### config.mk
export PLATFORM = sky130hd
export DESIGN_NAME = thread_presenter
export DESIGN_NICKNAME = d
export VERILOG_FILES = /design/src/rtl/thread_presenter.sv
export SDC_FILE = /design/constraint.sdc
export NUM_CORES = 1
export LEC_CHECK = 0
export BUFFER_PORTS_ARGS = -buffer_cell sky130_fd_sc_hd__buf_2
export CELL_PAD_IN_SITES_DETAIL_PLACEMENT = 0
export CELL_PAD_IN_SITES_GLOBAL_PLACEMENT = 2
export CORE_AREA = 8 8 83 85
export DETAILED_ROUTE_END_ITERATION = 12
export DIE_AREA = 0 0 91 93
export GPL_ROUTABILITY_DRIVEN = 0
export HOLD_SLACK_MARGIN = 0.1
export PLACE_DENSITY_LB_ADDON = 0.12
export REMOVE_ABC_BUFFERS = 1
export SYNTH_ARGS = -nofsm -noshare
export SYNTH_HDL_FRONTEND = slang
export SYNTH_SLANG_ARGS = --single-unit
export TNS_END_PERCENT = 5
### constraint.sdc
create_clock -name clk -period 9.55 [get_ports clk]
set_clock_uncertainty 0.15 [all_clocks]
set_input_delay 1.91 -clock clk [delete_from_list [all_inputs] [get_ports clk]]
set_output_delay 1.91 -clock clk [all_outputs]
set_load 0.05 [all_outputs]
### src/rtl/thread_presenter.sv
module thread_presenter #(
  parameter int NPRIO = 8,
  parameter int AW    = 12,
  parameter logic [AW-1:0] ACK_OFS = 12'h800
) (
  input  logic          clk,
  input  logic          rst_n,
  input  logic          ntf_valid,
  input  logic [$clog2(NPRIO)-1:0] ntf_prio,
  input  logic          bus_sel,
  input  logic          bus_we,
  input  logic          bus_half,
  input  logic          bus_owner,
  input  logic [AW-1:0] bus_addr,
  input  logic [15:0]   bus_wdata,
  output logic [15:0]   bus_rdata,
  output logic          irq_o
);
  localparam int PW = $clog2(NPRIO);
  localparam logic [1:0] EXC_PHYS = 2'b10;

  logic [7:0]       cppr;
  logic [NPRIO-1:0] ipb;
  logic [7:0]       pipr;
  logic             pending;
  logic [7:0]       nsr;

  always_comb begin
    pipr = 8'hFF;
    for (int i = NPRIO - 1; i >= 0; i--)
      if (ipb[i]) pipr = 8'(i);
  end

  assign pending = pipr < cppr;
  assign nsr     = pending ? {EXC_PHYS, 6'b0} : 8'h00;
  assign irq_o   = pending;

  wire own_acc  = bus_sel & bus_owner;
  wire is_ack   = own_acc & ~bus_we & bus_half & (bus_addr == ACK_OFS);
  wire ack_take = is_ack & pending;
  wire cppr_wr  = own_acc & bus_we &
                  ((~bus_half & (bus_addr == AW'(1))) | (bus_half & (bus_addr == AW'(0))));
  wire in_win   = (bus_addr >> 3) == '0;

  function automatic logic [7:0] win_byte(input logic [2:0] a);
    case (a)
      3'd0:    win_byte = nsr;
      3'd1:    win_byte = cppr;
      3'd2:    win_byte = 8'(ipb);
      3'd7:    win_byte = pipr;
      default: win_byte = 8'h00;
    endcase
  endfunction

  always_comb begin
    bus_rdata = 16'h0000;
    if (bus_sel && !bus_we) begin
      if (bus_addr == ACK_OFS) begin
        if (bus_half && bus_owner)
          bus_rdata = pending ? {EXC_PHYS, 6'b0, pipr} : {2'b00, 6'b0, cppr};
      end else if (in_win) begin
        if (!bus_half)
          bus_rdata = {8'h00, win_byte(bus_addr[2:0])};
        else if (!bus_addr[0])
          bus_rdata = {win_byte(bus_addr[2:0]), win_byte(bus_addr[2:0] | 3'd1)};
      end
    end
  end

  logic [NPRIO-1:0] clr_mask, set_mask;
  always_comb begin
    clr_mask = '0;
    set_mask = '0;
    if (ack_take) clr_mask[pipr[PW-1:0]] = 1'b1;
    if (ntf_valid) set_mask[ntf_prio] = 1'b1;
  end

  always_ff @(posedge clk) begin
    if (!rst_n) begin
      cppr <= 8'h00;
      ipb  <= '0;
    end else begin
      ipb <= (ipb & ~clr_mask) | set_mask;
      if (ack_take)     cppr <= pipr;
      else if (cppr_wr) cppr <= bus_wdata[7:0];
    end
  end

  assert_notify_sets_R2: assert property (@(posedge clk) disable iff (!rst_n)
    ntf_valid |=> ipb[$past(ntf_prio)]);

  assert_irq_has_pending_R4: assert property (@(posedge clk) disable iff (!rst_n)
    irq_o |-> ($countones(ipb) != 0));

  assert_ack_loads_R5: assert property (@(posedge clk) disable iff (!rst_n)
    (is_ack && irq_o) |=> (cppr == $past(pipr)));

  assert_idle_ack_R6: assert property (@(posedge clk) disable iff (!rst_n)
    (is_ack && !irq_o && !ntf_valid) |=> ($stable(cppr) && $stable(ipb)));

  assert_foreign_ignored_R7: assert property (@(posedge clk) disable iff (!rst_n)
    (bus_sel && !bus_owner && !ntf_valid) |=> ($stable(cppr) && $stable(ipb)));

  assert_coincide_keeps_R9: assert property (@(posedge clk) disable iff (!rst_n)
    (ack_take && ntf_valid && (8'(ntf_prio) == pipr)) |=> ipb[$past(ntf_prio)]);
endmodule

== Word level (Yosys, flattened, before mapping) ==
Cells that the tools add are included.

* Divide/modulo/power cells: 0
* Multiplexer cells: 26
* Add/sub/neg operators: 0
* Equality and inequality tests: 6
* Reduce and logical (&&, ||, !) cells: 11
* Bitwise logic cells: 15
* Shift operators: 0
* Multipliers: 0
* $lt $le $gt $ge: 5

{| class="wikitable"
|+ Operators by type and width
! cell !! number
|-
| 16-bit two-way mux || 7
|-
| 8-bit two-way mux || 13
|-
| 8-bit one-hot mux with 4 select lines || 1
|-
| 12-bit logical NOT || 2
|-
| 8-bit one-hot mux with 3 select lines || 1
|-
| 12-bit by 1-bit equality test with 1-bit output, second input constant || 1
|-
| 12-bit equality test, second input constant || 1
|-
| 1-bit bitwise AND || 9
|-
| 8-bit bitwise AND || 1
|-
| 3-bit by 4-bit < comparator with 1-bit output, second input constant || 2
|-
| 8-bit < comparator || 1
|-
| 8-bit NOT || 1
|-
| 8-bit bitwise OR || 1
|-
| 1-bit demux with 3-bit select || 2
|-
| 3-bit by 1-bit greater-or-equal comparator with 1-bit output, second input constant || 2
|-
| 3-bit logical NOT || 2
|-
| 1-bit logical AND || 4
|-
| 3-bit by 1-bit equality test with 1-bit output, second input constant || 1
|-
| 3-bit by 2-bit equality test with 1-bit output, second input constant || 1
|-
| 3-bit equality test, second input constant || 1
|-
| 2-bit equality test, second input constant || 1
|-
| 2-bit logical NOT || 1
|-
| 1-bit two-way mux || 2
|-
| 1-bit NOT || 2
|-
| 3 further kinds || 3
|}

* Register bits after elaboration: 16
* Logic and storage cells: 65
* Memories kept: 0
* Memory bits (writable): 0
* Latch bits: 0
* Memory bits (read-only): 0

== Logic depth before layout (Yosys ltp) ==
* Word-level depth: 16
* Gate-level depth with buffers: 11
* Depth with buffers taken out: 10

== Worst setup path before layout ==
No wires, ideal clock.

* Path kind: reg-to-output
* Start point: register ipb[1]
* End point: output port bus_rdata[15]
* Data arrival time: 4508 ps
* Buffers on the path: 1
* Path slack: 2982 ps
* Stages on the path, launching flop included: 12
* Required time: 7490 ps
* Path through: dfxtp_1 > buf_2 > or4_4 > nor4b_4 > ha_1 > a21oi_1 > a21oi_1 > a2111oi_1 > nand2_1 > inv_1 > a21boi_0 > o21ai_0

* Cells in the longest elaborated chain, start to end: 10

{| class="wikitable"
|+ RTL lines
! what !! line !! RTL
|-
| from (decl) || 23 || <nowiki>logic [NPRIO-1:0] ipb;</nowiki>
|-
| from (signal assigned) || 83 || <nowiki>ipb <= (ipb & ~clr_mask) | set_mask;</nowiki>
|-
| 8-bit two-way mux (*) (2 in series) || 31 || <nowiki>if (ipb[i]) pipr = 8'(i);</nowiki>
|-
| 8-bit < comparator (*) || 34 || <nowiki>assign pending = pipr < cppr;</nowiki>
|-
| named net irq_o || 17 || <nowiki>output logic irq_o</nowiki>
|-
| 8-bit two-way mux || 35 || <nowiki>assign nsr = pending ? {EXC_PHYS, 6'b0} : 8'h00;</nowiki>
|-
| 8-bit one-hot mux with 4 select lines || 46 || <nowiki>case (a)</nowiki>
|-
| 16-bit two-way mux || 64 || <nowiki>else if (!bus_addr[0])</nowiki>
|-
| 16-bit two-way mux || 62 || <nowiki>if (!bus_half)</nowiki>
|-
| 16-bit two-way mux || 61 || <nowiki>end else if (in_win) begin</nowiki>
|-
| 16-bit two-way mux (*) || 58 || <nowiki>if (bus_addr == ACK_OFS) begin</nowiki>
|-
| 16-bit two-way mux (*) || 57 || <nowiki>if (bus_sel && !bus_we) begin</nowiki>
|-
| to (decl) || 16 || <nowiki>output logic [15:0] bus_rdata,</nowiki>
|}

The timed path passes the listed nets; every way through them passes the cells marked *.

== Worst setup path after layout ==
* Start point: input port bus_addr[3]
* End point: output port bus_rdata[15]

* Cells in the longest elaborated chain, start to end: 4

{| class="wikitable"
|+ RTL lines
! what !! line !! RTL
|-
| from (decl) || 14 || <nowiki>input logic [AW-1:0] bus_addr,</nowiki>
|-
| 12-bit logical NOT || 43 || <nowiki>wire in_win = (bus_addr >> 3) == '0;</nowiki>
|-
| 16-bit two-way mux || 61 ||
|-
| 16-bit two-way mux (*) || 58 ||
|-
| 16-bit two-way mux (*) || 57 ||
|}

Mark *: on every way between the ends. The rest lies on a longest branch, timed or not.

==> flow_metrics.py <==
metrics = {
    "status": {
        "status": "completed",
    },
    "grt": {
        "antenna_found_initial": 0,
        "grt_pass1_wl_um": 9549,
        "gr-total-overflow": 0,
        "grt.total_usage": 0.1372,
        "grt_pass1_vias": 1786,
        "grt_max_degree": 21,
    },
    "placement": {
        "post_dp_cell_area_mm2": 0.001854,
        "io_buffer_count": 46,
        "hpwl_um": 4541,
        "place_ws_ns": 2.770,
    },
    "drt": {
        "vias_per_cell": 5.448,
        "firstDrtPassIters": 4,
        "drt-total-wl_um": 5852,
        "drtIter0Drc": 95,
        "vias": 1836,
        "drc": 0,
        "ant_nets": 0,
        "wl_per_cell_um": 17.36,
    },
    "synth": {
        "synth_enable_flop_cells": 0,
        "syn_avg_cell_area_um2": 7.058,
        "yosysWarnings": 0,
        "ys_seq_area_frac": 0.2035,
        "synthArstFlopShare": 0,
        "synth_cells": 223,
        "synth_area_mm2": 0.001574,
        "synth-main-ff-cell": "dfxtp_1",
        "ys_seq_elements": 16,
        "yosysUniqueCellTypes": 45,
    },
    "final_layout": {
        "antenna_cells": 0,
        "drive_gt1_frac": 0.2099,
        "final_common_cell": "buf_2",
        "syn_to_final_growth_pct": 21.30,
        "design_area_mm2": 0.001909,
        "nNetsFinal": 310,
        "final_cell_mix": "46 x buf_2, 25 x a21oi_1, 23 x nor2_1, 18 x nand2_1, 16 x dfxtp_1",
    },
    "clocking": {
        "root_buffer": "clkbuf_8",
        "cts_buffer_depth": 2,
        "clock_sink_count": 16,
        "clk_pin_slew_worst_paths_ns": 0.07,
        "cts_hold_buf": 0,
        "clk_latency_ns": 0.26,
        "h-tree-depth": 1,
        "cts_tree": "yes",
        "cts_made_buffers": 3,
        "cts_resized": 0,
        "post_cts_buffers": 0,
    },
    "power": {
        "peakVddDrop_v": 0.00003984,
        "p_per_area_mw_per_mm2": 100.7,
        "power_leakage_nw": 0.7700,
    },
    "timing": {
        "worst_pin_slew_ns": 1.018,
        "slew_viol_final": 0,
        "hold_slack_ns": 0.4150,
        "period_share": 0.7042,
        "hold_viol_final": 0,
        "fin_ws_ns": 2.825,
        "rsz0062_at_grt": "no",
        "fin_crit_ns": 6.725,
        "slew_headroom": 0.3174,
        "fmax_mhz": 148.7,
        "setup_viol": 0,
        "tns_ns": 0,
    },
    "setup_path": {
        "critPathArrivalTime_ns": 4.67,
        "end_kind": "primary output",
        "cpMostUsedCell": "buf_2",
        "crit_family": "simple AND/OR/NAND/NOR gates",
        "worstPathRequired_ns": 7.49,
        "crit_buf_inv": 2,
        "crit_chain": "buf_2 -> nor4_1 -> nand4_1 -> nor2_1 -> nand3_1 -> o21ai_0 -> buf_2",
        "max_stage_delay_ns": 0.69,
        "path_max_fanout": 20,
        "crit_slowest_cell": "nand3_1",
        "cp-start-kind": "primary input",
        "critical_path_class": "in2out",
    },
    "die": {
        "start_util": 0.2773,
        "io_pins": 55,
        "num_rows": 28,
        "core_area_mm2": 0.005675,
        "die_y_um": 93,
        "die_area_mm2": 0.008463,
        "die_w_um": 91,
    },
    "min_path": {
        "hold_class": "reg2reg",
    },
    "run": {
        "max_cap_viol_count": 0,
    },
}
-- final cells by class --
type,count,area [um2]
clock buffer,4,55.05
fill,674,3766
inverter,15,56.30
multi-input combinational,181,1154
sequential,16,320.3
tap,75,93.84
timing repair buffer,46,230.2
-- worst reg2reg max path, stage by stage (launching register included) --
cell and delay, ns:
dfxtp_1 0.43, or4_4 0.57, nor4b_4 0.64, ha_1 0.39
a21oi_1 0.13, a21oi_1 0.08, a2111oi_1 0.71, nand3_1 0.79
o21ai_1 0.65, a21oi_1 0.08
-- where the power goes --
group | switching, mW | total (mW) | internal [mW]
logic | 0.0380 | 0.0585 | 0.0205
clock network | 0.0267 | 0.0633 | 0.0367
registers | 0.00245 | 0.0704 | 0.0679
-- sequential cells by signal, indices dropped and copies added (netlist names) --
| name | cells |
|---|---|
| cppr | 8 |
| ipb | 8 |
-- final timing paths --
| path | from | end | slack (ns) | depth (start not counted) |
|---|---|---|---|---|
| max | bus_addr[3] | bus_rdata[15] | 2.82 | 7 |
| min | ipb[5] | ipb[5] | 0.41 | 2 |
| max reg2reg | ipb[1] | cppr[5] | 4.79 | 9 |
| min reg2reg | ipb[5] | ipb[5] | 0.41 | 2 |
-- per-layer routing --
| layer | part of all wire | GRT usage |
|---|---|---|
| met2 | 0.43 | 0.2213 |
| met4 | 0.0080 | 0.03274 |
| met5 | 0 | 0 |
| met3 | 0.066 | 0.03446 |
| met1 | 0.50 | 0.1789 |
-- synthesized netlist by cell type, types with 2 or more instances --
cell type,n,area (um2)
nand3_1,12,60.06
a32oi_1,2,17.52
o211ai_1,2,15.01
nor2_1,23,86.33
nor2b_1,6,37.54
o22ai_1,5,31.28
ha_1,9,112.6
o311ai_0,5,43.79
nor4_1,3,18.77
a21o_1,2,15.01
a21oi_1,25,125.1
nor3_1,3,15.01
inv_1,15,56.30
o21ai_1,5,25.02
o31a_1,2,17.52
a22oi_1,5,37.54
buf_2,6,30.03
nand4_1,3,18.77
clkbuf_1,3,11.26
o21ai_0,8,40.04
and2_1,3,18.77
nand2b_1,2,12.51
nor4b_1,2,17.52
a21boi_0,2,15.01
buf_1,2,7.510
a22o_1,7,61.31
dfxtp_1,16,320.3
o211a_1,2,20.02
a31oi_1,6,37.54
nand2_1,18,67.56
a2bb2oi_1,5,43.79
-- kinds of logic after synthesis --
kind of cell | count (synthesis) | synth area share
AOI/OAI and AO/OA | 89 | 0.3824
adders and majority gates | 9 | 0.07154
DFF | 16 | 0.2035
xor gates and xnor gates | 1 | 0.005565
buffers and inverters | 26 | 0.06677
and+or+nand+nor | 82 | 0.2703
-- metrics by stage --
step | util | power, mW | std cells
after floorplan | - | 0.1081 | 212
after global placement | 0.3267 | 0.1311 | 333
after detailed placement | 0.3267 | 0.1300 | 333
after CTS | 0.3364 | 0.1951 | 337
after global routing | 0.3364 | 0.2048 | 337
final | 0.3364 | 0.1922 | 337
No activity file was read; power rests on OpenSTA's default activity.
